==> src/rtl/usb_irq_pkg.sv <==
// Package: register select codes shared by the controller and its banks.
// Assumes a 3-bit register select on the CPU side.
package usb_irq_pkg;
    localparam logic [2:0] SEL_TX_STAT = 3'd0;
    localparam logic [2:0] SEL_RX_STAT = 3'd1;
    localparam logic [2:0] SEL_BUS_STAT = 3'd2;
    localparam logic [2:0] SEL_TX_EN = 3'd4;
    localparam logic [2:0] SEL_RX_EN = 3'd5;
    localparam logic [2:0] SEL_BUS_EN = 3'd6;
    localparam int DATA_W = 16;
    localparam int BUS_W = 8;
endpackage

==> src/rtl/usb_irq_bank.sv <==
// Module: one status/enable register pair with clear-on-read.
// Event pulses set status bits. A clearing read zeroes the register, but
// events in the same cycle still land. Bits outside IMPL are held at zero.
// Assumes rd_clr and en_we are single-cycle strobes from the decoder.
module usb_irq_bank #(
    parameter int W = 16,
    parameter logic [W-1:0] IMPL = '1,
    parameter logic [W-1:0] EN_RST = '1
) (
    input  logic         clk,
    input  logic         rst_n,
    input  logic [W-1:0] ev,
    input  logic         rd_clr,
    input  logic         en_we,
    input  logic [W-1:0] en_wdata,
    output logic [W-1:0] stat,
    output logic [W-1:0] en,
    output logic         pend
);
    localparam logic [W-1:0] EN_INIT = EN_RST & IMPL;

    // Status update: clear on read, then merge in new events.
    always_ff @(posedge clk) begin
        if (!rst_n)
            stat <= '0;
        else
            stat <= ((rd_clr ? '0 : stat) | ev) & IMPL;
    end

    // Enable register: masked writes only.
    always_ff @(posedge clk) begin
        if (!rst_n)
            en <= EN_INIT;
        else if (en_we)
            en <= en_wdata & IMPL;
    end

    // Pending: some enabled bit is set.
    always_comb pend = |(stat & en);


    unimpl_zero_chk: assert property (@(posedge clk) disable iff (!rst_n)
        ((stat | en) & ~IMPL) == '0);


    clear_on_read_chk: assert property (@(posedge clk) disable iff (!rst_n)
        rd_clr |=> stat == ($past(ev) & IMPL));


    sticky_set_chk: assert property (@(posedge clk) disable iff (!rst_n)
        (|(ev & IMPL)) |=> ((stat & $past(ev & IMPL)) == $past(ev & IMPL)));


    no_event_loss_chk: assert property (@(posedge clk) disable iff (!rst_n)
        (rd_clr && |(ev & IMPL)) |=> (stat != '0));
endmodule

==> src/rtl/usb_irq_merge.sv <==
// Module: merges the pending flags of the banks into a registered
// active-low interrupt line. Assumes the pending inputs come from registers.
module usb_irq_merge #(
    parameter int N = 3
) (
    input  logic         clk,
    input  logic         rst_n,
    input  logic [N-1:0] pend,
    output logic         irq_n
);
    // Registered OR of all pending flags, inverted.
    always_ff @(posedge clk) begin
        if (!rst_n)
            irq_n <= 1'b1;
        else
            irq_n <= ~(|pend);
    end


    irq_assert_chk: assert property (@(posedge clk) disable iff (!rst_n)
        (|pend) |=> !irq_n);


    irq_release_chk: assert property (@(posedge clk) disable iff (!rst_n)
        !(|pend) |=> irq_n);
endmodule

==> src/rtl/usb_irq_ctrl.sv <==
// Module: USB interrupt controller top. Decodes the CPU register access,
// drives the three banks and muxes the read data.
// Assumes rd_en and wr_en are not both used for one access; a read clears
// the status register it selects. The receive bit 0 is always unimplemented.
module usb_irq_ctrl
    import usb_irq_pkg::*;
#(
    parameter logic [15:0] TX_EP_MASK = 16'h00FF,
    parameter logic [15:0] RX_EP_MASK = 16'h00FE
) (
    input  logic        clk,
    input  logic        rst_n,
    input  logic        rd_en,
    input  logic        wr_en,
    input  logic [2:0]  addr,
    input  logic [15:0] wdata,
    output logic [15:0] rdata,
    input  logic [15:0] ev_tx,
    input  logic [15:0] ev_rx,
    input  logic [7:0]  ev_bus,
    output logic        irq_n
);
    localparam logic [DATA_W-1:0] TX_IMPL = TX_EP_MASK;
    localparam logic [DATA_W-1:0] RX_IMPL = RX_EP_MASK & 16'hFFFE;

    logic [DATA_W-1:0] tx_stat, tx_en, rx_stat, rx_en;
    logic [BUS_W-1:0]  bus_stat, bus_en;
    logic [2:0]        pend;
    logic              clr_tx, clr_rx, clr_bus, we_tx, we_rx, we_bus;

    // Access decode: read strobes clear status, write strobes load enables.
    always_comb begin
        clr_tx  = rd_en && (addr == SEL_TX_STAT);
        clr_rx  = rd_en && (addr == SEL_RX_STAT);
        clr_bus = rd_en && (addr == SEL_BUS_STAT);
        we_tx   = wr_en && (addr == SEL_TX_EN);
        we_rx   = wr_en && (addr == SEL_RX_EN);
        we_bus  = wr_en && (addr == SEL_BUS_EN);
    end

    usb_irq_bank #(.W(DATA_W), .IMPL(TX_IMPL), .EN_RST(16'hFFFF)) u_tx (
        .clk(clk), .rst_n(rst_n), .ev(ev_tx), .rd_clr(clr_tx),
        .en_we(we_tx), .en_wdata(wdata), .stat(tx_stat), .en(tx_en),
        .pend(pend[0]));

    usb_irq_bank #(.W(DATA_W), .IMPL(RX_IMPL), .EN_RST(16'hFFFE)) u_rx (
        .clk(clk), .rst_n(rst_n), .ev(ev_rx), .rd_clr(clr_rx),
        .en_we(we_rx), .en_wdata(wdata), .stat(rx_stat), .en(rx_en),
        .pend(pend[1]));

    usb_irq_bank #(.W(BUS_W), .IMPL(8'hFF), .EN_RST(8'h06)) u_bus (
        .clk(clk), .rst_n(rst_n), .ev(ev_bus), .rd_clr(clr_bus),
        .en_we(we_bus), .en_wdata(wdata[BUS_W-1:0]), .stat(bus_stat),
        .en(bus_en), .pend(pend[2]));

    usb_irq_merge #(.N(3)) u_merge (
        .clk(clk), .rst_n(rst_n), .pend(pend), .irq_n(irq_n));

    // Read data mux; unmapped selects read zero.
    always_comb begin
        case (addr)
            SEL_TX_STAT:  rdata = tx_stat;
            SEL_RX_STAT:  rdata = rx_stat;
            SEL_BUS_STAT: rdata = {{(DATA_W-BUS_W){1'b0}}, bus_stat};
            SEL_TX_EN:    rdata = tx_en;
            SEL_RX_EN:    rdata = rx_en;
            SEL_BUS_EN:   rdata = {{(DATA_W-BUS_W){1'b0}}, bus_en};
            default:      rdata = '0;
        endcase
    end


    rx_slot0_chk: assert property (@(posedge clk) disable iff (!rst_n)
        !rx_stat[0] && !rx_en[0]);


    unmapped_zero_chk: assert property (@(posedge clk) disable iff (!rst_n)
        (addr == 3'd3 || addr == 3'd7) |-> rdata == 16'h0000);
endmodule

==> config.mk <==
export PLATFORM = sky130hd
export DESIGN_NAME = usb_irq_ctrl
export DESIGN_NICKNAME = d
export VERILOG_FILES = /design/src/rtl/usb_irq_pkg.sv /design/src/rtl/usb_irq_bank.sv /design/src/rtl/usb_irq_merge.sv /design/src/rtl/usb_irq_ctrl.sv
export SDC_FILE = /design/constraint.sdc
export NUM_CORES = 1
export LEC_CHECK = 0
export BUFFER_PORTS_ARGS = -buffer_cell sky130_fd_sc_hd__buf_2
export CAP_MARGIN = 30
export CORE_MARGIN = 1.5
export CORE_UTILIZATION = 45
export DETAILED_ROUTE_END_ITERATION = 10
export HOLD_SLACK_MARGIN = 0.03
export PLACE_DENSITY_LB_ADDON = 0.15
export SLEW_MARGIN = 20
export SYNTH_ARGS = -nofsm -noshare
export SYNTH_HDL_FRONTEND = slang
export SYNTH_SLANG_ARGS = --single-unit
==> constraint.sdc <==
create_clock -name clk -period 2.72 [get_ports clk]
set_input_delay 0.544 -clock clk [delete_from_list [all_inputs] [get_ports clk]]
set_output_delay 0.544 -clock clk [all_outputs]
set_load 0.01 [all_outputs]
; Word level (Yosys, flattened, before mapping)
; Index checks and enable logic that the tools add are counted.
[totals]
reg_bits = 47
inputBits = 63
out_inout_bits = 17
wordCells = 31
[op_classes]
eq_ne = 5
mux = 4
n_bitwise = 7
reduce_logical = 8
[op_table]
columns = operator, count
row1 = $pmux 8 s6, 1
row2 = $reduce_or 40->1, 1
row3 = $and 8x8->8, 3
row4 = $mux 8, 3
row5 = $or 8x8->8, 3
row6 = $eq 3x3->1 const B, 3
row7 = $logic_and 1x1->1, 6
row8 = $eq 3x1->1 const B, 1
row9 = $eq 3x2->1 const B, 1
row10 = $logic_not 3->1, 1
row11 = $not 1->1, 1

; Logic depth before layout (Yosys ltp)
[logic_depth]
depth_word = 4
mapped_depth = 6
ltp_nobuf = 3

; Cells and area by module
; A second synthesis with hierarchy kept.
[hier_totals]
hier_cells = 286
area_unflattened_um2 = 2798.9
[by_module_without_submodules]
columns = module, n_inst, cells_each, area_per_inst_um2, seq_area_each_um2
row1 = usb_irq_ctrl, 1, 89, 768.2, 0.0
row2 = usb_irq_bank (u_tx), 1, 73, 730.7, 320.3
row3 = usb_irq_bank (u_rx), 1, 67, 656.9, 280.3
row4 = usb_irq_bank (u_bus), 1, 55, 610.6, 320.3
row5 = usb_irq_merge, 1, 2, 32.5, 20.0

; Worst setup path before layout
; OpenSTA, ideal clock, no wires.
[synth_timing]
path_type = input to output
start = input port addr[1]
end = output port rdata[0]
arrival_ns = 1.360
required_time_ns = 2.176
slack_ns = 0.816
cell_stages = 3
path_buffers = 1
cell_sequence = buf_2 -> mux4_2 -> nor2b_1
[synth_via]
elab_chain_cells = 2
word_cells_on_any_way = 7
classes_between = eq/ne (5) / mux (1) / reduce/logical (1)
[synth_rtl]
columns = item, line_no
row1 = from (decl), usb_irq_ctrl.sv:15  ; input logic [2:0] addr,
row2 = "$eq 3x3->1, or another cell as far along", usb_irq_ctrl.sv:61  ; case (addr)
row3 = $pmux 8 s6 *, usb_irq_ctrl.sv:61
row4 = to (decl), usb_irq_ctrl.sv:17  ; output logic [15:0] rdata,
; Every way passes the cells marked *; elsewhere a longest branch is shown, timed or not.

; Worst setup path in the final report
[layout_timing]
start = input port addr[0]
end = output port rdata[4]
; Same word-level chain as after synthesis.

==> flow_results.org <==
** Placed design
- Routability-driven placement finished with a final weighted congestion of 0.807.
- Port Buf Inserts :: 46
- Detailed placement ended at an HPWL of 3810 microns.

** Routing
- First-pass iteration count of the detailed router :: 4
- Number of DRC markers after the initial detailed-route iteration :: 161
- Wirelength per Cell :: 15.7 microns
- The detail route stage leaves a number of antenna-violating nets equal to 0.
- Via Count :: 1792
- Via density per instance :: 5.27
- Final wirelength :: 5340 microns
- For this run, design rule violations remaining after detail routing come to 0.

** GRT
- Antenna violations before repair :: 0
- Grt ovf :: 0
- Via count of the first global-routing pass :: 1669
- Across every metal layer, demand over resource in global routing totals 0.211.
- First-pass GRT wire length :: 8570 microns
- Entering global routing, the biggest net connects 48 pins.

** Finish
- Number of inserted diodes :: 0
- Of the cells placed in the final design, the portion with a size suffix greater than 1 is 0.275.
- After the last flow step, the layout net total stands at 335.
- From synthesis to final layout, the design area changed by 12.8%.
- Filler cell count in the final layout :: 488

** Worst setup path
- Required arrival time at the worst endpoint :: 2.18 ns
- The largest single stage delay on the critical path is 0.39 ns.
- Counting both buffers and inverters, the worst setup path holds a total of 2.
- Tracing the worst setup path back leads to its startpoint at addr[0].
- Walking the worst path, the cells encountered are buf_2 -> mux2_2 -> a221oi_1 -> a21oi_1 -> buf_2.
- For the worst setup path, the data arrival time is 1.84 ns.
- The critical path runs through a total of 5 cells.
- STA classifies the critical path endpoint as an output port.
- Among all stages on the critical path, the largest delay is contributed by mux2_2.
- CP Class :: in -> out
- CP delay by family, top :: buffers and inverters
- Among the stages of the critical path, the cell type that occurs most often is buf_2.
- Critical Path Start Type :: input pin
- Along the worst path, the maximum fanout reaches 23.
- Startpoint of the worst register-to-register path :: u_rx.stat[6]
- Worst-case reg-to-reg path depth :: 3

** Yosys
- By count the netlist is led by 47 x dfxtp_1, 33 x nand2_1, 24 x nor2b_1, 21 x mux2i_1, 18 x a21oi_1.
- In the post-synthesis netlist, the cell with the most instances is dfxtp_1.
- Per-instance average area after synthesis :: 9.62 sq um
- Largest family of logic cells by synthesized area :: simple AND/OR/NAND/NOR gates
- Among all flip-flop cells after synthesis, the most frequent one is dfxtp_1.
- Xor and xnor fraction of the mapped netlist area :: 0
- Post-synthesis instance area :: 2260 sq um
- Syn. warnings :: 0
- Multiplexer share of the synthesized area :: 0.153
- Proportion of synthesized chip area in sequential cells :: 0.416
- Synth async-reset ratio :: 0
- FF+latch count, synth :: 47
- In the post-synthesis netlist, the biggest area contributors are dfxtp_1 42%, mux2i_1 9.3%, nor2b_1 6.6%, nand2_1 5.5%, a22oi_1 4.3%.
- Of the total synthesized cell area, the portion taken by full adders, half adders and majority gates is 0.
- Yosys mapped a number of flops with a built-in enable equal to 0.
- Simple-gate share of the synthesized area :: 0.186
- Cell type with the highest aggregate area in the netlist :: dfxtp_1
- The complex-gate fraction of the synthesized area is 0.171.
- After technology mapping, the gate count stands at 235.
- Share of Yosys cell area claimed by the top area cell type :: 0.416
- Distinct cells, synth :: 34

** CTS
- After clock tree synthesis, the clock-pin slew on the worst setup and hold paths is 0.08 ns.
- For this design, the sink count on the clock tree is 47.
- CTS tree :: done
- Clock latency on the worst-skew pair, taken at its later pin, is 0.29 ns.
- The clock passes through at most 2 buffers.
- The tree is rooted in a clkbuf_8.
- Num CTS Buffers :: 5
- Number of cells upsized or downsized after cts :: 0
- Depth of the CTS H-tree :: 2
- Number of buffers inserted by hold repair at cts :: 0
- The number of setup buffers added after CTS is 0.

** STA
- Timing would allow up to 0.420 GHz.
- Dividing the final minimum period by the clock period gives 0.875.
- Final-layout setup total negative slack :: 0 ns
- At the pin with the least slew margin, the transition time is 0.700 ns.
- Final slew viol count :: 0
- The worst pin sits at a relative slew slack of 0.533.
- Setup repair after global routing left no endpoint under its margin.
- Layout Skew :: 0.00249 ns
- Counting I/O delays and the setup requirement, the final critical path takes 2.38 ns.
- Count of final setup violators :: 0
- Worst hold slack :: 0.471 ns
- The count of final hold-check violations was 0.

** Run status
- Run status :: complete, no violations

** Worst hold path
- Hold Path Cell Cnt :: 3
- HP Start :: ev_bus[3]
- The worst hold path belongs to the class in -> reg.

** Die
- The total area inside the core boundary comes to 4790 sq um.
- In this run the horizontal extent of the chip is 73.9 microns.
- Die Y-Extent :: 73.9 microns
- After floorplanning, the core was divided into 25 placement rows.
- For this configuration, the core starts out at a cell density of 0.472.
- Total die area :: 5460 sq um
- In this run the count of I/O pins placed on the die edge is 80.

** Power and ir drop
- Power density over the cells :: 550 nW/um^2
- The analysis attributes to cell leakage a power of 0.00107 uW.
- Maximum resistive drop on vdd :: 0.308 mV

** Job
- Number of violations of the max-capacitance limit :: 0
sequential cells by signal, indices dropped and copies added (netlist names):
name,flops
u_bus.stat,8
u_tx.stat,8
u_merge.irq_n,1
u_bus.en,8
u_rx.stat,7
u_tx.en,8
u_rx.en,7
kinds of logic (layout without fill, tap and decap cells):
kind of cell | Yosys count | count (layout)
multiplexers | 30 | 30
buffers and inverters | 25 | 56
flip-flops | 47 | 47
AND/OR/NAND/NOR | 76 | 76
other | 1 | 8
AO/OA/AOI/OAI | 56 | 56
metal layers:
| layer | global-route usage | routed length, microns |
|---|---|---|
| met5 | 0 | 0 |
| met3 | 0.0370 | 219 |
| met2 | 0.340 | 2430 |
| met4 | 0.0494 | 21 |
| met1 | 0.294 | 2670 |
path summary, 6_finish.rpt:
check	endpoint	slack (ns)
max	rdata[4]	0.34
min	u_bus.stat[3]	0.47
max reg2reg	u_merge.irq_n	1.51
min reg2reg	u_bus.en[5]	0.47
placed cells by master (no fill, tap or decap), types with 2 or more instances in the layout:
cell type	n
a21boi_0	3
a21boi_1	3
a21oi_1	18
a21oi_2	8
a221o_1	2
a221oi_1	3
a22oi_1	13
buf_2	46
clkbuf_8	7
conb_1	8
dfxtp_1	47
mux2_2	6
mux2i_1	21
mux4_2	3
nand2_1	33
nand3_1	5
nand4_1	2
nand4bb_1	2
nor2_1	2
nor2b_1	24
o21ai_0	4
cell type report:
cell class	instances	area [sq um]	area share
tap	67	83.8	0.0329
inverter	1	3.75	0.00147
multi-input combinational	170	1180	0.464
clock buffer	8	100	0.0393
sequential	47	941	0.369
timing repair buffer	47	238	0.0932
metrics by stage:
stage	area [sq um]	setup slack [ns]	power [uW]	utilization	std cells
6_report	2550	0.339	1400	0.533	340
3_3_place_gp	2450	0.354	958	0.512	332
4_1_cts	2550	0.345	1410	0.533	340
5_1_grt	2550	0.245	1470	0.533	340
3_5_place_dp	2450	0.352	961	0.512	332
2_1_floorplan	2290	0.816	898	-	242
power by group:
group          total (uW)  switching, uW  internal (uW)
registers             753           31.7            721
logic                 192           98.4           93.3
clock network         457            225            232
worst reg2reg max path: cells and delay by family (launching register included):
kind | cells | cell delay, ns
AND/OR/NAND/NOR | 1 | 0.13
flip-flops | 1 | 0.34
AO/OA/AOI/OAI | 2 | 0.64
No activity file was read; power rests on OpenSTA's default activity.
